$ cat src/rtl/dual_addr_i2c_slave.sv
module dual_addr_i2c_slave #(
  parameter int         SYNC_STAGES = 2,
  parameter logic [6:0] RST_ADDR_A  = 7'h10,
  parameter logic [6:0] RST_ADDR_B  = 7'h20
) (
  input  logic       clk,
  input  logic       rst_n,
  input  logic       scl_in,
  input  logic       sda_in,
  output logic       sda_oe,
  input  logic       reg_we,
  input  logic [2:0] reg_addr,
  input  logic [7:0] reg_wdata,
  output logic [7:0] reg_rdata,
  output logic       ev_match_a,
  output logic       ev_match_b,
  output logic       ev_rx_a,
  output logic       ev_rx_b,
  output logic       ev_tx_a,
  output logic       ev_tx_b
);

  localparam logic [2:0] RA_CTRL = 3'd0, RA_ADR_A = 3'd1, RA_ADR_B = 3'd2,
                         RA_BUF_A = 3'd3, RA_BUF_B = 3'd4, RA_STAT = 3'd5;

  typedef enum logic [2:0] {
    S_IDLE, S_ADDR, S_ACK_DRV, S_ACK_HOLD, S_RX, S_TX, S_TX_ACK, S_TX_LOAD
  } st_t;

  st_t state;
  logic [SYNC_STAGES-1:0] scl_sync, sda_sync;
  logic scl_s, sda_s, scl_q, sda_q;
  logic scl_rise, scl_fall, start_det, stop_det;
  logic [1:0] en;
  logic [6:0] addr_a, addr_b;
  logic [7:0] tx_a, tx_b, rx_a, rx_b, sh, tx_cur;
  logic [2:0] cnt;
  logic [1:0] lsb_a;
  logic busy, dir, nack_in, wa_a, wa_b, sel_b, first;
  logic hit_a, hit_b;

  always_ff @(posedge clk or negedge rst_n)
    if (!rst_n) begin
      scl_sync <= '1;
      sda_sync <= '1;
      scl_q    <= 1'b1;
      sda_q    <= 1'b1;
    end else begin
      scl_sync <= {scl_sync[SYNC_STAGES-2:0], scl_in};
      sda_sync <= {sda_sync[SYNC_STAGES-2:0], sda_in};
      scl_q    <= scl_s;
      sda_q    <= sda_s;
    end

  assign scl_s     = scl_sync[SYNC_STAGES-1];
  assign sda_s     = sda_sync[SYNC_STAGES-1];
  assign scl_rise  = scl_s & ~scl_q;
  assign scl_fall  = ~scl_s & scl_q;
  assign start_det = scl_s & scl_q & sda_q & ~sda_s;
  assign stop_det  = scl_s & scl_q & ~sda_q & sda_s;

  assign hit_a  = en[0] && (sh[6:2] == addr_a[6:2]);
  assign hit_b  = en[1] && (sh[6:0] == addr_b);
  assign tx_cur = sel_b ? tx_b : tx_a;

  always_ff @(posedge clk or negedge rst_n)
    if (!rst_n) begin
      state <= S_IDLE;
      en <= '0; addr_a <= RST_ADDR_A; addr_b <= RST_ADDR_B;
      tx_a <= '0; tx_b <= '0; rx_a <= '0; rx_b <= '0; sh <= '0;
      cnt <= '0; lsb_a <= '0;
      busy <= 1'b0; dir <= 1'b0; nack_in <= 1'b0; wa_a <= 1'b0; wa_b <= 1'b0;
      sel_b <= 1'b0; first <= 1'b0; sda_oe <= 1'b0;
      ev_match_a <= 1'b0; ev_match_b <= 1'b0; ev_rx_a <= 1'b0;
      ev_rx_b <= 1'b0; ev_tx_a <= 1'b0; ev_tx_b <= 1'b0;
    end else begin
      ev_match_a <= 1'b0; ev_match_b <= 1'b0; ev_rx_a <= 1'b0;
      ev_rx_b <= 1'b0; ev_tx_a <= 1'b0; ev_tx_b <= 1'b0;
      if (reg_we)
        case (reg_addr)
          RA_CTRL:  en     <= reg_wdata[1:0];
          RA_ADR_A: addr_a <= reg_wdata[7:1];
          RA_ADR_B: addr_b <= reg_wdata[7:1];
          RA_BUF_A: tx_a   <= reg_wdata;
          RA_BUF_B: tx_b   <= reg_wdata;
          default: ;
        endcase
      if (start_det) begin
        busy <= 1'b1; state <= S_ADDR; cnt <= '0; nack_in <= 1'b0; sda_oe <= 1'b0;
      end else if (stop_det) begin
        busy <= 1'b0; state <= S_IDLE; sda_oe <= 1'b0;
      end else begin
        case (state)
          S_ADDR: if (scl_rise) begin
            sh  <= {sh[6:0], sda_s};
            cnt <= cnt + 3'd1;
            if (cnt == 3'd7) begin
              if (hit_a || hit_b) begin
                sel_b <= ~hit_a;
                if (hit_a) lsb_a <= sh[1:0];
                ev_match_a <= hit_a;
                ev_match_b <= ~hit_a;
                dir   <= sda_s;
                first <= 1'b1;
                state <= S_ACK_DRV;
              end else
                state <= S_IDLE;
            end
          end
          S_ACK_DRV: if (scl_fall) begin
            sda_oe <= 1'b1;
            state  <= S_ACK_HOLD;
          end
          S_ACK_HOLD: if (scl_fall) begin
            cnt <= '0;
            if (dir) begin
              sh <= {tx_cur[6:0], 1'b0};
              sda_oe <= ~tx_cur[7];
              ev_tx_a <= ~sel_b;
              ev_tx_b <= sel_b;
              state <= S_TX;
            end else begin
              sda_oe <= 1'b0;
              state  <= S_RX;
            end
          end
          S_RX: if (scl_rise) begin
            sh  <= {sh[6:0], sda_s};
            cnt <= cnt + 3'd1;
            if (cnt == 3'd7) begin
              if (sel_b) begin
                rx_b <= {sh[6:0], sda_s}; wa_b <= first; ev_rx_b <= 1'b1;
              end else begin
                rx_a <= {sh[6:0], sda_s}; wa_a <= first; ev_rx_a <= 1'b1;
              end
              first <= 1'b0;
              state <= S_ACK_DRV;
            end
          end
          S_TX: if (scl_fall) begin
            if (cnt == 3'd7) begin
              sda_oe <= 1'b0;
              state  <= S_TX_ACK;
            end else begin
              sda_oe <= ~sh[7];
              sh     <= {sh[6:0], 1'b0};
              cnt    <= cnt + 3'd1;
            end
          end
          S_TX_ACK: if (scl_rise) begin
            if (sda_s) begin
              nack_in <= 1'b1;
              state   <= S_IDLE;
            end else
              state <= S_TX_LOAD;
          end
          S_TX_LOAD: if (scl_fall) begin
            cnt <= '0;
            sh <= {tx_cur[6:0], 1'b0};
            sda_oe <= ~tx_cur[7];
            ev_tx_a <= ~sel_b;
            ev_tx_b <= sel_b;
            state <= S_TX;
          end
          default: ;
        endcase
      end
    end

  always_comb
    case (reg_addr)
      RA_CTRL:  reg_rdata = {6'd0, en};
      RA_ADR_A: reg_rdata = {addr_a, 1'b0};
      RA_ADR_B: reg_rdata = {addr_b, 1'b0};
      RA_BUF_A: reg_rdata = rx_a;
      RA_BUF_B: reg_rdata = rx_b;
      RA_STAT:  reg_rdata = {sel_b, lsb_a, wa_b, wa_a, nack_in, dir, busy};
      default:  reg_rdata = 8'd0;
    endcase

  p_busy_start_r2: assert property (@(posedge clk) disable iff (!rst_n)
    start_det |=> busy);
  p_busy_stop_r2: assert property (@(posedge clk) disable iff (!rst_n)
    stop_det |=> !busy);
  p_idle_release_r5: assert property (@(posedge clk) disable iff (!rst_n)
    (state == S_IDLE) |-> !sda_oe);
  p_sda_hold_r8: assert property (@(posedge clk) disable iff (!rst_n)
    (scl_s && scl_q && !stop_det) |=> $stable(sda_oe));
  p_nack_release_r9: assert property (@(posedge clk) disable iff (!rst_n)
    $rose(nack_in) |-> !sda_oe);
  p_match_onehot_r11: assert property (@(posedge clk) disable iff (!rst_n)
    $onehot0({ev_match_a, ev_match_b}));
  p_rx_ack_next_r3: assert property (@(posedge clk) disable iff (!rst_n)
    (ev_rx_a || ev_rx_b) |-> (state == S_ACK_DRV));

endmodule

$ cat config.mk
export PLATFORM = sky130hd
export DESIGN_NAME = dual_addr_i2c_slave
export DESIGN_NICKNAME = d
export VERILOG_FILES = /design/src/rtl/dual_addr_i2c_slave.sv
export SDC_FILE = /design/constraint.sdc
export NUM_CORES = 1
export LEC_CHECK = 0
export BUFFER_PORTS_ARGS = -buffer_cell sky130_fd_sc_hd__buf_2
export CAP_MARGIN = 40
export CORE_UTILIZATION = 50
export DETAILED_ROUTE_END_ITERATION = 16
export PLACE_DENSITY = 0.68
export SYNTH_ARGS = -nofsm -noshare
export SYNTH_HDL_FRONTEND = slang
export SYNTH_SLANG_ARGS = --single-unit
$ cat constraint.sdc
create_clock -name clk -period 2.4 [get_ports clk]
set_clock_uncertainty 0.05 [all_clocks]
set_input_delay 0.48 -clock clk [delete_from_list [all_inputs] [get_ports clk]]
set_output_delay 0.48 -clock clk [all_outputs]
set_load 0.005 [all_outputs]
==> flow_metrics.env <==
export IMPL_first_pass_iters=4
export IMPL_powerDensity_nw_per_um2=799
export IMPL_post_cts_setup_buffers=0
export IMPL_grt_pass1_vias=2829
export IMPL_netlist_area_um2=4090
export IMPL_yosys_register_bits=84
export IMPL_min_period_over_period_pct=89.7
export IMPL_path_class="primary input to output pin"
export IMPL_antenna_found_initial=0
export IMPL_cts_buffer_depth=2
export IMPL_synthArstFlopShare_pct=100
export IMPL_leakagePower_nw=2.11
export IMPL_finalHoldViolCount=0
export IMPL_cp_end_kind="output pin"
export IMPL_final_antenna_net_count=0
export IMPL_htree_levels=3
export IMPL_critPathLaunch="reg_addr[0]"
export IMPL_postRouteWirelength_mm=8.94
export IMPL_synthFlopType="dfrtp_1"
export IMPL_drc=0
export IMPL_tns_ps=0
export IMPL_rows=32
export IMPL_ys_seq_area_share_pct=51.7
export IMPL_wl_per_cell_um=18.1
export IMPL_grt_max_degree=45
export IMPL_ctsRootBufferMaster="clkbuf_8"
export IMPL_setup_viol=0
export IMPL_relSlewSlack_pct=59.6
export IMPL_area_growth_pct=13.9
export IMPL_grt_pass1_wl_mm=14.8
export IMPL_r2r_cells=6
export IMPL_dp_hpwl_mm=6.51
export IMPL_critical_path_endpoint="reg_rdata[1]"
export IMPL_fmax_mhz=464
export IMPL_clock_latency_ps=350
export IMPL_avgSynthCellArea_um2=11.8
export IMPL_peakVddDrop_v=0.000465
export IMPL_yosysTopAreaCellShare_pct=46.5
export IMPL_coreArea_um2=7810
export IMPL_numPortBuffers=30
export IMPL_drv_slew=0
export IMPL_r2r_start="cnt[0]"
export IMPL_synth_cell_type_count=46
export IMPL_ys_warn_count=0
export IMPL_rsz0062_at_grt="false"
export IMPL_cts_hold_buffers=0
export IMPL_initial_core_util_pct=52.4
export IMPL_layout_common_cells="76 x dfrtp_1, 65 x mux2_2, 29 x buf_2"
export IMPL_die_w_um=92.4
export IMPL_grt_use_total_pct=22.8
export IMPL_status="finished clean"
export IMPL_final_common_cell="dfrtp_1"
export IMPL_die_y_um=92.4
export IMPL_place_congestion=0.859
export IMPL_crit_path_start_kind="primary input"
export IMPL_syn_num_nets=364
export IMPL_cts_buffers=9
export IMPL_rrSetupSlack_ps=340
export IMPL_utilization_pct=59.6
export IMPL_yosys_top_cells_area="dfrtp_1 47%, mux2_2 18%, dfstp_2 5.1%"
export IMPL_required_ps=1870
export IMPL_tritoncts="yes"
export IMPL_clkSlewWorstSetupHoldPaths_ps=90
export IMPL_drt_initial_drc_count=283
export IMPL_maxCapViolCount=0
export IMPL_r2r_end="lsb_a[1]"
export IMPL_synth_edf_count=0
export IMPL_path_max_fanout=15
export IMPL_overflow=0
export IMPL_worst_pin_slew_ps=606
export IMPL_dieArea_um2=8540
export IMPL_vias_per_cell=5.71
export IMPL_hold_path_class="primary input to async pin"
export IMPL_diodes=0
export IMPL_ctsResizeCount=0
export IMPL_critPathArrivalTime_ps=1620
export IMPL_synth_top_area_cell="dfrtp_1"
export IMPL_finalNetCount=405
export IMPL_vias=2821
export IMPL_syn_inst=346
export IMPL_drive_above_1_share_pct=37.0
export IMPL_clkSinkCount=84
export IMPL_pin_count=31
export IMPL_post_route_min_period_ps=2150
routing by layer:
layer	share of wire [%]	GRT usage, %
met1	47	33.1
met2	47	34.9
met3	5.6	3.45
met4	1.1	7.94
met5	0	0
metrics by stage:
step | hold WS (ps) | power, W | cells | area, um2 | worst slack, ps
6_report | 74.4 | 0.00372 | 494 | 4660 | 246
5_1_grt | 112 | 0.00391 | 494 | 4660 | 172
4_1_cts | 87.9 | 0.00375 | 494 | 4660 | 246
3_5_place_dp | 298 | 0.00258 | 478 | 4430 | 255
3_3_place_gp | 296 | 0.00255 | 478 | 4430 | 280
2_1_floorplan | 134 | 0.00231 | 346 | 4090 | 561
area by class of cell:
| class | count | area (um2) |
|---|---|---|
| Clock inverter | 7 | 105 |
| Timing Repair Buffer | 48 | 300 |
| Multi-Input combinational cell | 233 | 1850 |
| Tap cell | 102 | 128 |
| Inverter | 11 | 41.3 |
| Fill cell | 661 | 3150 |
| Sequential cell | 84 | 2110 |
| Clock buffer | 9 | 124 |
logic make-up (layout without fill, tap and decap cells):
kind of cell	count (synthesis)	after routing	synth area share [%]
AOI/OAI and AO/OA	65	65	9.70
xor gates and xnor gates	13	13	2.79
adders and majority gates	2	2	0.612
buffers and inverters	29	75	3.15
DFF	84	84	51.7
muxes	87	87	23.6
and+or+nand+nor	66	66	8.48
sequential cells by signal, indices dropped and copies added, names as in the netlist, 3 cells and up:
name,flops
state,3
addr_a,7
tx_a,8
sh,8
tx_b,8
addr_b,7
rx_a,8
rx_b,8
cnt,3
how the worst min path moves through the flow:
stage / depth (start not counted) / endpoint / slack, ps
finish: 1 / ev_tx_b / 70
floorplan: 0 / addr_a[0] / 130
detailed placement: 0 / scl_sync[1] / 300
global route: 1 / ev_tx_b / 110
global placement: 0 / sda_sync[1] / 300
CTS: 1 / state[1] / 90
cells in the mapped netlist (all sizes together) (4+ instances only):
cell type / number
a21oi: 20
a22oi: 4
a31oi: 7
buf: 13
clkbuf: 5
dfrtp: 76
dfstp: 8
inv: 11
mux2: 65
mux2i: 21
nand2: 15
nand2b: 7
nor2: 17
nor2b: 5
nor3: 9
o21ai: 17
o22ai: 6
xnor2: 11
critical path: stages:
cell     delay (ps)
buf_2           310
mux4_2          560
inv_1            70
o22ai_1          70
buf_2           130
power by group:
part           internal (W)  switching (W)  total [W]  leakage [nW]
registers           0.00164       0.000250    0.00189          1.06
logic              0.000376       0.000296   0.000672         0.931
clock network      0.000605       0.000557    0.00116         0.113
(Power assumes the default switching activity.)
